File: config.mk
export PLATFORM = sky130hd
export DESIGN_NAME = rp_burst_port
export DESIGN_NICKNAME = d
export VERILOG_FILES = /design/src/rtl/rp_pkg.sv /design/src/rtl/rp_edge.sv /design/src/rtl/rp_regmap.sv /design/src/rtl/rp_ctrl.sv /design/src/rtl/rp_burst_port.sv
export SDC_FILE = /design/constraint.sdc
export NUM_CORES = 1
export LEC_CHECK = 0
export ABC_CLOCK_PERIOD_IN_PS = 3200
export BUFFER_PORTS_ARGS = -buffer_cell sky130_fd_sc_hd__buf_2
export CORE_MARGIN = 2
export CORE_UTILIZATION = 50
export CTS_BUF_LIST = sky130_fd_sc_hd__clkbuf_8
export DETAILED_ROUTE_END_ITERATION = 8
export PLACE_DENSITY = 0.72
export SETUP_SLACK_MARGIN = 0.02
export SYNTH_ARGS = -nofsm -noshare
export SYNTH_HDL_FRONTEND = slang
export SYNTH_SLANG_ARGS = --single-unit
File: constraint.sdc
create_clock -name clk -period 3.2 [get_ports clk]
set_input_delay 0.96 -clock clk [delete_from_list [all_inputs] [get_ports clk]]
set_output_delay 0.96 -clock clk [all_outputs]
set_load 0.02 [all_outputs]
File: src/rtl/rp_pkg.sv
package rp_pkg;

    localparam int BYTE_W = 8;
    localparam int N_SNAP = 7;
    localparam int SNAP_W = BYTE_W * N_SNAP;

    localparam logic [6:0] A_SENS_BASE = 7'h02;
    localparam logic [6:0] A_DX        = 7'h03;
    localparam logic [6:0] A_DY        = 7'h04;
    localparam logic [6:0] A_CFG_BASE  = 7'h10;
    localparam logic [6:0] A_BURST     = 7'h50;

    typedef logic [BYTE_W-1:0] byte_t;

    typedef enum logic [2:0] {
        ST_ADDR,
        ST_WDATA,
        ST_RDATA,
        ST_BURST,
        ST_LOCK,
        ST_EXIT
    } port_st_e;

    typedef struct packed {
        logic       wr;
        logic [6:0] addr;
    } cmd_t;

    // States that only a long enough chip select high can leave
    function automatic logic sticky(port_st_e s);
        return (s == ST_BURST) || (s == ST_LOCK) || (s == ST_EXIT);
    endfunction

endpackage

File: src/rtl/rp_edge.sv
module rp_edge (
    input  logic clk,
    input  logic rst,
    input  logic sclk_i,
    output logic rise_o
);
    logic sclk_q;

    always_ff @(posedge clk) begin
        if (rst) sclk_q <= 1'b1;
        else     sclk_q <= sclk_i;
    end

    assign rise_o = sclk_i & ~sclk_q;
endmodule

File: src/rtl/rp_regmap.sv
module rp_regmap
    import rp_pkg::*;
#(
    parameter int N_CFG = 4
) (
    input  logic                    clk,
    input  logic                    rst,
    input  logic                    wr_en_i,
    input  logic [6:0]              wr_addr_i,
    input  byte_t                   wr_data_i,
    input  logic [6:0]              rd_addr_i,
    input  logic [SNAP_W-1:0]       sens_i,
    output byte_t                   rd_data_o,
    output logic [SNAP_W-1:0]       snap_o,
    output logic [N_CFG*BYTE_W-1:0] cfg_o
);
    byte_t cfg_q [N_CFG];

    for (genvar g = 0; g < N_CFG; g++) begin : g_cfg
        always_ff @(posedge clk) begin
            if (rst)
                cfg_q[g] <= '0;
            else if (wr_en_i && wr_addr_i == 7'(int'(A_CFG_BASE) + g))
                cfg_q[g] <= wr_data_i;
        end
        assign cfg_o[BYTE_W*g +: BYTE_W] = cfg_q[g];


        cfg_hold_chk: assert property (@(posedge clk) disable iff (rst)
            !$stable(cfg_q[g]) |-> $past(wr_en_i));
    end

    // Snapshot order: sensor byte 0 leaves first, so it sits at the MSB end
    for (genvar k = 0; k < N_SNAP; k++) begin : g_snap
        assign snap_o[SNAP_W-1-BYTE_W*k -: BYTE_W] = sens_i[BYTE_W*k +: BYTE_W];
    end

    always_comb begin
        rd_data_o = '0;
        for (int i = 0; i < N_SNAP; i++)
            if (rd_addr_i == 7'(int'(A_SENS_BASE) + i))
                rd_data_o = sens_i[BYTE_W*i +: BYTE_W];
        for (int j = 0; j < N_CFG; j++)
            if (rd_addr_i == 7'(int'(A_CFG_BASE) + j))
                rd_data_o = cfg_q[j];
    end
endmodule

File: src/rtl/rp_ctrl.sv
module rp_ctrl
    import rp_pkg::*;
#(
    parameter int EXIT_CYC = 16
) (
    input  logic              clk,
    input  logic              rst,
    input  logic              cs_n_i,
    input  logic              mosi_i,
    input  logic              rise_i,
    input  byte_t             rd_data_i,
    input  logic [SNAP_W-1:0] snap_i,
    output logic [6:0]        rd_addr_o,
    output logic              wr_en_o,
    output logic [6:0]        wr_addr_o,
    output byte_t             wr_data_o,
    output logic              dx_clr_o,
    output logic              dy_clr_o,
    output logic              miso_o
);
    localparam int EXW = $clog2(EXIT_CYC + 1);
    localparam int BCW = $clog2(SNAP_W);

    port_st_e          st_q;
    logic [BCW-1:0]    bit_q;
    logic [6:0]        in_sh;
    logic [SNAP_W-1:0] out_sh;
    logic [EXW-1:0]    ex_q, ex_nxt;
    logic [6:0]        wa_q;
    logic              wr_en_q, dxc_q, dyc_q;
    byte_t             wr_data_q;
    byte_t             byte_w;
    cmd_t              cmd;
    logic              last8, lastb;

    assign byte_w    = {in_sh, mosi_i};
    assign cmd       = cmd_t'(byte_w);
    assign rd_addr_o = cmd.addr;
    assign last8     = (bit_q == BCW'(BYTE_W - 1));
    assign lastb     = (bit_q == BCW'(SNAP_W - 1));
    assign ex_nxt    = (st_q == ST_EXIT) ? ex_q + EXW'(1) : EXW'(1);

    always_ff @(posedge clk) begin
        if (rst) begin
            st_q      <= ST_ADDR;
            bit_q     <= '0;
            in_sh     <= '0;
            out_sh    <= '0;
            ex_q      <= '0;
            wa_q      <= '0;
            wr_en_q   <= 1'b0;
            wr_data_q <= '0;
            dxc_q     <= 1'b0;
            dyc_q     <= 1'b0;
        end else begin
            wr_en_q <= 1'b0;
            dxc_q   <= 1'b0;
            dyc_q   <= 1'b0;
            if (cs_n_i) begin
                bit_q <= '0;
                if (sticky(st_q)) begin
                    if (ex_nxt >= EXW'(EXIT_CYC)) begin
                        st_q <= ST_ADDR;
                        ex_q <= '0;
                    end else begin
                        st_q <= ST_EXIT;
                        ex_q <= ex_nxt;
                    end
                end else begin
                    st_q <= ST_ADDR;
                end
            end else if (st_q == ST_EXIT) begin
                st_q <= ST_LOCK;
                ex_q <= '0;
            end else if (rise_i) begin
                unique case (st_q)
                    ST_ADDR: begin
                        in_sh <= byte_w[6:0];
                        if (last8) begin
                            bit_q <= '0;
                            if (cmd.wr) begin
                                wa_q <= cmd.addr;
                                st_q <= ST_WDATA;
                            end else if (cmd.addr == A_BURST) begin
                                out_sh <= snap_i;
                                st_q   <= ST_BURST;
                                dxc_q  <= 1'b1;
                                dyc_q  <= 1'b1;
                            end else begin
                                out_sh <= {rd_data_i, {(SNAP_W-BYTE_W){1'b0}}};
                                st_q   <= ST_RDATA;
                                dxc_q  <= (cmd.addr == A_DX);
                                dyc_q  <= (cmd.addr == A_DY);
                            end
                        end else begin
                            bit_q <= bit_q + BCW'(1);
                        end
                    end
                    ST_WDATA: begin
                        in_sh <= byte_w[6:0];
                        if (last8) begin
                            wr_en_q   <= 1'b1;
                            wr_data_q <= byte_w;
                            st_q      <= ST_ADDR;
                            bit_q     <= '0;
                        end else begin
                            bit_q <= bit_q + BCW'(1);
                        end
                    end
                    ST_RDATA: begin
                        out_sh <= out_sh << 1;
                        if (last8) begin
                            st_q  <= ST_ADDR;
                            bit_q <= '0;
                        end else begin
                            bit_q <= bit_q + BCW'(1);
                        end
                    end
                    ST_BURST: begin
                        out_sh <= out_sh << 1;
                        if (lastb) begin
                            st_q  <= ST_LOCK;
                            bit_q <= '0;
                        end else begin
                            bit_q <= bit_q + BCW'(1);
                        end
                    end
                    default: ;
                endcase
            end
        end
    end

    assign miso_o    = (st_q == ST_RDATA || st_q == ST_BURST) ? out_sh[SNAP_W-1] : 1'b0;
    assign wr_en_o   = wr_en_q;
    assign wr_addr_o = wa_q;
    assign wr_data_o = wr_data_q;
    assign dx_clr_o  = dxc_q;
    assign dy_clr_o  = dyc_q;


    clr_phase_chk: assert property (@(posedge clk) disable iff (rst)
        (dx_clr_o || dy_clr_o) |-> (st_q == ST_RDATA || st_q == ST_BURST));

    burst_len_chk: assert property (@(posedge clk) disable iff (rst)
        (st_q == ST_BURST) |-> (bit_q <= BCW'(SNAP_W - 1)));

    lock_hold_chk: assert property (@(posedge clk) disable iff (rst)
        (st_q == ST_LOCK && !cs_n_i) |=> (st_q == ST_LOCK));

    exit_relock_chk: assert property (@(posedge clk) disable iff (rst)
        (st_q == ST_EXIT && !cs_n_i) |=> (st_q == ST_LOCK));

    cs_abort_chk: assert property (@(posedge clk) disable iff (rst)
        (cs_n_i && !sticky(st_q)) |=> (st_q == ST_ADDR && bit_q == '0));

    wr_src_chk: assert property (@(posedge clk) disable iff (rst)
        wr_en_o |-> ($past(st_q) == ST_WDATA));
endmodule

File: src/rtl/rp_burst_port.sv
module rp_burst_port
    import rp_pkg::*;
#(
    parameter int N_CFG    = 4,
    parameter int EXIT_CYC = 16
) (
    input  logic                    clk,
    input  logic                    rst,
    input  logic                    cs_n_i,
    input  logic                    sclk_i,
    input  logic                    mosi_i,
    output logic                    miso_o,
    input  logic [7:0]              motion_i,
    input  logic [7:0]              dx_i,
    input  logic [7:0]              dy_i,
    input  logic [7:0]              squal_i,
    input  logic [7:0]              shut_hi_i,
    input  logic [7:0]              shut_lo_i,
    input  logic [7:0]              maxpix_i,
    output logic [N_CFG*BYTE_W-1:0] cfg_o,
    output logic                    dx_clr_o,
    output logic                    dy_clr_o
);
    logic              rise;
    logic [6:0]        rd_addr, wr_addr;
    logic              wr_en;
    byte_t             wr_data, rd_data;
    logic [SNAP_W-1:0] sens, snap;

    assign sens = {maxpix_i, shut_lo_i, shut_hi_i, squal_i, dy_i, dx_i, motion_i};

    rp_edge u_edge (
        .clk    (clk),
        .rst    (rst),
        .sclk_i (sclk_i),
        .rise_o (rise)
    );

    rp_regmap #(.N_CFG(N_CFG)) u_map (
        .clk       (clk),
        .rst       (rst),
        .wr_en_i   (wr_en),
        .wr_addr_i (wr_addr),
        .wr_data_i (wr_data),
        .rd_addr_i (rd_addr),
        .sens_i    (sens),
        .rd_data_o (rd_data),
        .snap_o    (snap),
        .cfg_o     (cfg_o)
    );

    rp_ctrl #(.EXIT_CYC(EXIT_CYC)) u_ctrl (
        .clk       (clk),
        .rst       (rst),
        .cs_n_i    (cs_n_i),
        .mosi_i    (mosi_i),
        .rise_i    (rise),
        .rd_data_i (rd_data),
        .snap_i    (snap),
        .rd_addr_o (rd_addr),
        .wr_en_o   (wr_en),
        .wr_addr_o (wr_addr),
        .wr_data_o (wr_data),
        .dx_clr_o  (dx_clr_o),
        .dy_clr_o  (dy_clr_o),
        .miso_o    (miso_o)
    );
endmodule

# ---- Word level (Yosys, flattened, before mapping)
# Memories as Yosys holds them, arrays and structs flattened.
# Index checks and enable logic that the tools add are counted.
dict set report totals {
  register_bits 96
  latch_bits 0
  ramBits 32
  romBits 0
  in_bits 61
  output_inout_bits 35
  elab_cells 139
  memories 1
}
# memory depth word_bits rd rd_clocked_by_memory_dff wr line_no
set mem_list {}
lappend mem_list {u_map.cfg_q 4 8 4 0 4 rp_regmap.sv:17} ;# byte_t cfg_q [N_CFG];
dict set report classes {
  n_addsub 2
  mul 0
  n_div 0
  order_cmp 1
  n_eq_ne 29
  shift 0
  n_mux 56
  bitwise 12
  n_reduce_logical 27
}
# op count
set ops {}
lappend ops {{$mux W56} 3}
lappend ops {{$mux W8} 15}
lappend ops {{$pmux W56 S2} 1}
lappend ops {{$eq A7 B5 Y1 const B} 8}
lappend ops {{$eq A7 B3 Y1 const B} 4}
lappend ops {{$mux W3} 9}
lappend ops {{$mux W5} 5}
lappend ops {{$mux W1} 19}
lappend ops {{$eq A7 B2 Y1 const B} 2}
lappend ops {{$mux W6} 2}
lappend ops {{$pmux W6 S2} 1}
lappend ops {{$reduce_and A6 Y1} 2}
lappend ops {{$reduce_and A5 Y1} 2}
lappend ops {{$pmux W3 S3} 1}
lappend ops {{$reduce_or A2 Y1} 4}
lappend ops {{$eq A7 B4 Y1 const B} 1}
lappend ops {{$eq A7 B7 Y1 const B} 1}
lappend ops {{$not A1 Y1} 7}
lappend ops {{$reduce_or A7 Y1} 1}
lappend ops {{$add A6 B1 Y6 const B} 1}
lappend ops {{$eq A3 B2 Y1 const B} 2}
lappend ops {{$eq A3 B3 Y1 const B} 2}
lappend ops {{$eq A6 B3 Y1 const B} 1}
lappend ops {{$eq A6 B6 Y1 const B} 1}
lappend ops {{other kinds (21)} 32}

# ---- Logic depth before layout (Yosys ltp)
dict set report depth {
  word_depth 16
  depth_mapped 9
  ltp_nobuf 7
}

# ---- Cells and area by module
# Synthesis repeated with hierarchy kept, for this count alone.
dict set report unflattened {
  hier_cells 784
  area_unflattened_um2 7250.7
}
# mod instances cells_each area_each_um2 seq_area_each_um2
set modules_own_cells {}
lappend modules_own_cells {rp_ctrl 1 497 4498.1 1901.8}
lappend modules_own_cells {rp_regmap 1 284 2720.1 960.9}
lappend modules_own_cells {rp_edge 1 3 32.5 20.0}

# ---- Least setup slack after synthesis
# OpenSTA, ideal clock, no wires.
dict set report synth_path {
  path_type {input-to-reg}
  from {in sclk_i}
  to {reg u_ctrl.wa_q[0], in the netlist u_ctrl.wr_addr_o[0]}
  setup_ps 128
  t_arrival_ps 2559
  slack_ps 513
  path_stages 8
  cell_sequence {or3b_1 -> clkbuf_1 -> nor3_4 -> and3_1 -> clkbuf_1 -> nand3_2 -> mux2i_1 -> nor2_1}
}
dict set report synth_via {
  elab_chain_cells 2
}
# item line_no
set synth_lines {}
lappend synth_lines {{start, declared} rp_burst_port.sv:10} ;# input logic sclk_i,
lappend synth_lines {{$and A1 B1 Y1} rp_edge.sv:14} ;# assign rise_o = sclk_i & ~sclk_q;
lappend synth_lines {{$reduce_and A6 Y1 (no line)} n/a}
lappend synth_lines {{end signal, assigned} rp_ctrl.sv:82} ;# wa_q <= cmd.addr;
lappend synth_lines {{end, declared} rp_ctrl.sv:29} ;# logic [6:0] wa_q;
# Every way passes these cells.
# A chain may end at the register's enable or synchronous reset.

# ---- Worst setup path after layout
dict set report layout_path {
  from {reg u_ctrl.st_q[2]}
  to {out miso_o}
}
dict set report layout_via {
  elab_chain_cells 3
  elab_cells_between_ends 4
}
# item line_no
set layout_lines {}
lappend layout_lines {{start, declared} rp_ctrl.sv:24} ;# port_st_e st_q;
lappend layout_lines {{start signal, assigned} rp_ctrl.sv:45} ;# st_q <= ST_ADDR;
lappend layout_lines {{start signal, assigned} rp_ctrl.sv:63} ;# st_q <= ST_ADDR;
lappend layout_lines {{start signal, assigned} rp_ctrl.sv:66} ;# st_q <= ST_EXIT;
lappend layout_lines {{$eq A3 B2 Y1} rp_ctrl.sv:134} ;# assign miso_o = (st_q == ST_RDATA || st_q == ST_BURST) ? out_sh[SNAP_W-1] : 1'b0;
lappend layout_lines {{$logic_or A1 B1 Y1 (*)} rp_ctrl.sv:134}
lappend layout_lines {{$mux W1 (*)} rp_ctrl.sv:134}
lappend layout_lines {{end, declared} rp_burst_port.sv:12} ;# output logic miso_o,
# Mark *: on every way between the ends. The rest lies on a longest branch, timed or not.

==> impl_results.md <==
* Status: finished, final reports clean
* Clk buf depth at 2
* Clock transition at path regs at 0.08 ns
* Placer congestion estimate at roughly 0.94
* R2R depth at 6
* Tot Pwr at 3.30 mW
* Reg-to-reg startpoint: u_ctrl.in_sh[0]$_SDFFE_PP0P_
* Post-synth top area cell: dfxtp_1
* Detail Route Antenna Nets at 0
* HP Class: register to register
* First-pass GRT wire length at 29,600 um
* Post-CTS sizing at 0
* Clk_lat worst skew at 0.47 ns
* Clk network pwr share at 41.4%
* CP required at approximately 2.2 ns
* Finished Layout Cells at just under 1,000
* Fmax achieved at 385 MHz
* Cells after Synth at 727
* Diode count at 0
* Die area at ~14,000 um2
* Core Util, Final at 58.8%
* Post-DP Area at 7010 um2
* CORE AREA at ~13,000 um2
* Hold bufs inserted after CTS at 0
* Library cells used by synthesis at 67
* CTS root buf: clkbuf_8
* Layout area overhead at 15.7%
* Post-Syn Nets at just under 800
* NetSw at 855 uW
* Flop-to-flop setup slack at 0.63 ns
* Initial detailed-routing violation count at 682
* Final wirelength at 19,200 um
* Worst vdd ir at 0.385 mV
* Row count at 41
* Int Power at 2.44 mW
* Syn. warnings at 0
* GRT Overall Usage at 28.5%
* DIE HEIGHT at between 100 and 150 um
* CP Class: register to output pin
* Via/cell ratio at 6.23
* EDFF count, synth at 32
* H-tree depth at 4
* Critical path fanouts, max at 11
* Synth Flop Type: dfxtp_1
* CTS Buf Count at 17
* LEAKAGE at roughly 2.8 nW
* # setup viols final at 0
* Setup bufs post-CTS at 0
* #FFs+latches synth at 128
* Setup slack after layout at 0.600 ns
* Layout cell share with drive strength beyond 1 at between 20 and 25%
* R2R Path End: u_ctrl.out_sh[49]$_SDFFE_PP0P_
* Mean Syn Cell Area at 8.79 um2
* Sequential Power Share at 51.6%
* First-pass DRT Iterations at 5
* Starting Density at 50.8%
* Largest net degree at the start of global routing at 59
* WL per Instance at 19.6 um
* Top cell type's share of synthesized area at 30.1%
* # fillers at 1,130
* Switching Fraction at 25.9%
* Initial antenna violation count at 0
* Post-route cell area at 7390 um2
* Worst Tran Pin Value at 0.735 ns
* Port Buffers at 95
* I/O pins at 96
* Element type at the critical path end: output pin
* Die span in x at about 120 um
* CTS tree: yes
* Placed cell count at 949
* WHS at 0.481 ns
* Crit path launch type: register
* WHS Endpoint: u_ctrl.out_sh[0]$_SDFFE_PP0P_
* Final period util at between 80% and 90%
* Nets@finish at 859
* Max_cap viols at 0
* RSZ-0062 raised after global routing: false
* Clk sinks at 128
* Pre-CTS WS at approximately 0.30 ns
* Mapped cell area at 6390 um2
* Global route overflow at 0
* DRC at 0
* Via count at about 6,100
* Power per standard cell area at around 450 nW/um2
* Clk_skew at 0.00940 ns
* Arr. time, crit path at 1.64 ns
* Final HPWL DP at 13,700 um
* Max Slew Vio Count at 0
* Slew margin rel. at 50.9%
* Area contributors post-synth: dfxtp_1, edfxtp_1, nor2_1
* Final hold vios at 0
* Post-synthesis sequential area ratio at 45.1%
* Final min period at around 2.6 ns
* Critical hold path startpoint: u_ctrl.out_sh[0]$_SDFFE_PP0P_
* Most numerous cell in the Yosys netlist: nor2_1
* Vias in the first global route at 5,578
* WHS Path Cells at 2
* Logic pwr share at 7.1%
* Setup TNS Final at 0 ns
* Async set-reset flop share out of synthesis at 0%
* Synth top cells by count: nor2_1, dfxtp_1, nor3_1, a221oi_1, clkbuf_1
==> state kept, by name (all words and copies together), names as in the netlist, 3 cells and up <==
name,flops
u_ctrl.out_sh,56
u_ctrl.wr_data_o,8
u_ctrl.bit_q,6
u_ctrl.in_sh,7
u_ctrl.st_q,3
u_ctrl.ex_q,5
u_ctrl.wr_addr_o,7
u_map.cfg_q,32
==> power groups by stage <==
| stage | clock [mW] | combinational, mW | sequential (mW) |
|---|---|---|---|
| 2_1_floorplan | 0 | 0.0922 | 1.75 |
| 3_3_place_gp | 0 | 0.226 | 1.73 |
| 3_5_place_dp | 0 | 0.228 | 1.74 |
| 4_1_cts | 1.38 | 0.229 | 1.70 |
| 5_1_grt | 1.45 | 0.246 | 1.70 |
| 6_report | 1.36 | 0.233 | 1.70 |
==> cell families after synthesis <==
logic type | Yosys count | synth area share, %
buffers and inverters | 75 | 4.72
XOR/XNOR | 4 | 0.548
multiplexers | 41 | 6.72
AO/OA/AOI/OAI | 164 | 19.2
AND/OR/NAND/NOR | 313 | 23.3
flip-flops | 128 | 45.1
adder cells (fa/ha/maj) | 2 | 0.392
==> worst max-delay path, stage by stage (launching register included) <==
cell     delay, ns
dfxtp_1       0.61
inv_1         0.21
and3_1        0.21
buf_2         0.16
==> placed cells by master, fill, tap and decap left out, types with 3 or more instances in the layout <==
cell type   count
nand3_1        15
nor2_1        138
or3_1           8
clkinvlp_4      3
buf_2          94
clkinv_2        3
nor2b_1         8
mux2i_1        35
o21ai_0        21
o32ai_1         3
and3_1          3
a221oi_1       51
nand3b_1        3
nand4_1         4
o221ai_1        8
o31ai_1         4
mux2_2          5
a21oi_1        28
edfxtp_1       32
buf_4          17
nand2b_1       18
dfxtp_1        96
inv_1          13
o22ai_1        15
nand2_1        32
nor4b_1         3
a22o_1          3
nor3_1         58
xor2_1          4
a211oi_1        5
clkbuf_8       17
a311oi_2        3
==> routing by layer <==
layer	vias up	global-route usage, %	routed length (um)
li1	2831	-	-
met1	2936	40.0	8550
met2	307	43.4	8680
met3	41	5.92	1520
met4	0	10.7	438
met5	-	0	0
==> area by class of cell <==
cell class	count	area (um2)	area share, %
clock inverters	15	144	1.95
well taps	172	215	2.91
multi-input cells	524	3230	43.7
clock buffers	17	234	3.17
repair buffers	113	638	8.63
inverters	12	45.0	0.609
flip-flops and latches	128	2880	39.0
==> worst max path at each step <==
stage / from / endpoint / slack, ns / cells past startpoint
3_3_place_gp: mosi_i / u_ctrl.out_sh[49]$_SDFFE_PP0P_ / 0.28 / 6
6_report: u_ctrl.st_q[2]$_SDFFE_PP0P_ / miso_o / 0.60 / 3
4_1_cts: u_ctrl.st_q[2]$_SDFFE_PP0P_ / miso_o / 0.59 / 3
5_1_grt: u_ctrl.in_sh[5]$_SDFFE_PP0P_ / u_ctrl.out_sh[52]$_SDFFE_PP0P_ / 0.46 / 6
3_5_place_dp: mosi_i / u_ctrl.out_sh[49]$_SDFFE_PP0P_ / 0.30 / 6
2_1_floorplan: sclk_i / u_ctrl.wr_addr_o[0]$_SDFFE_PP0P_ / 0.51 / 8
(Power assumes the default switching activity.)
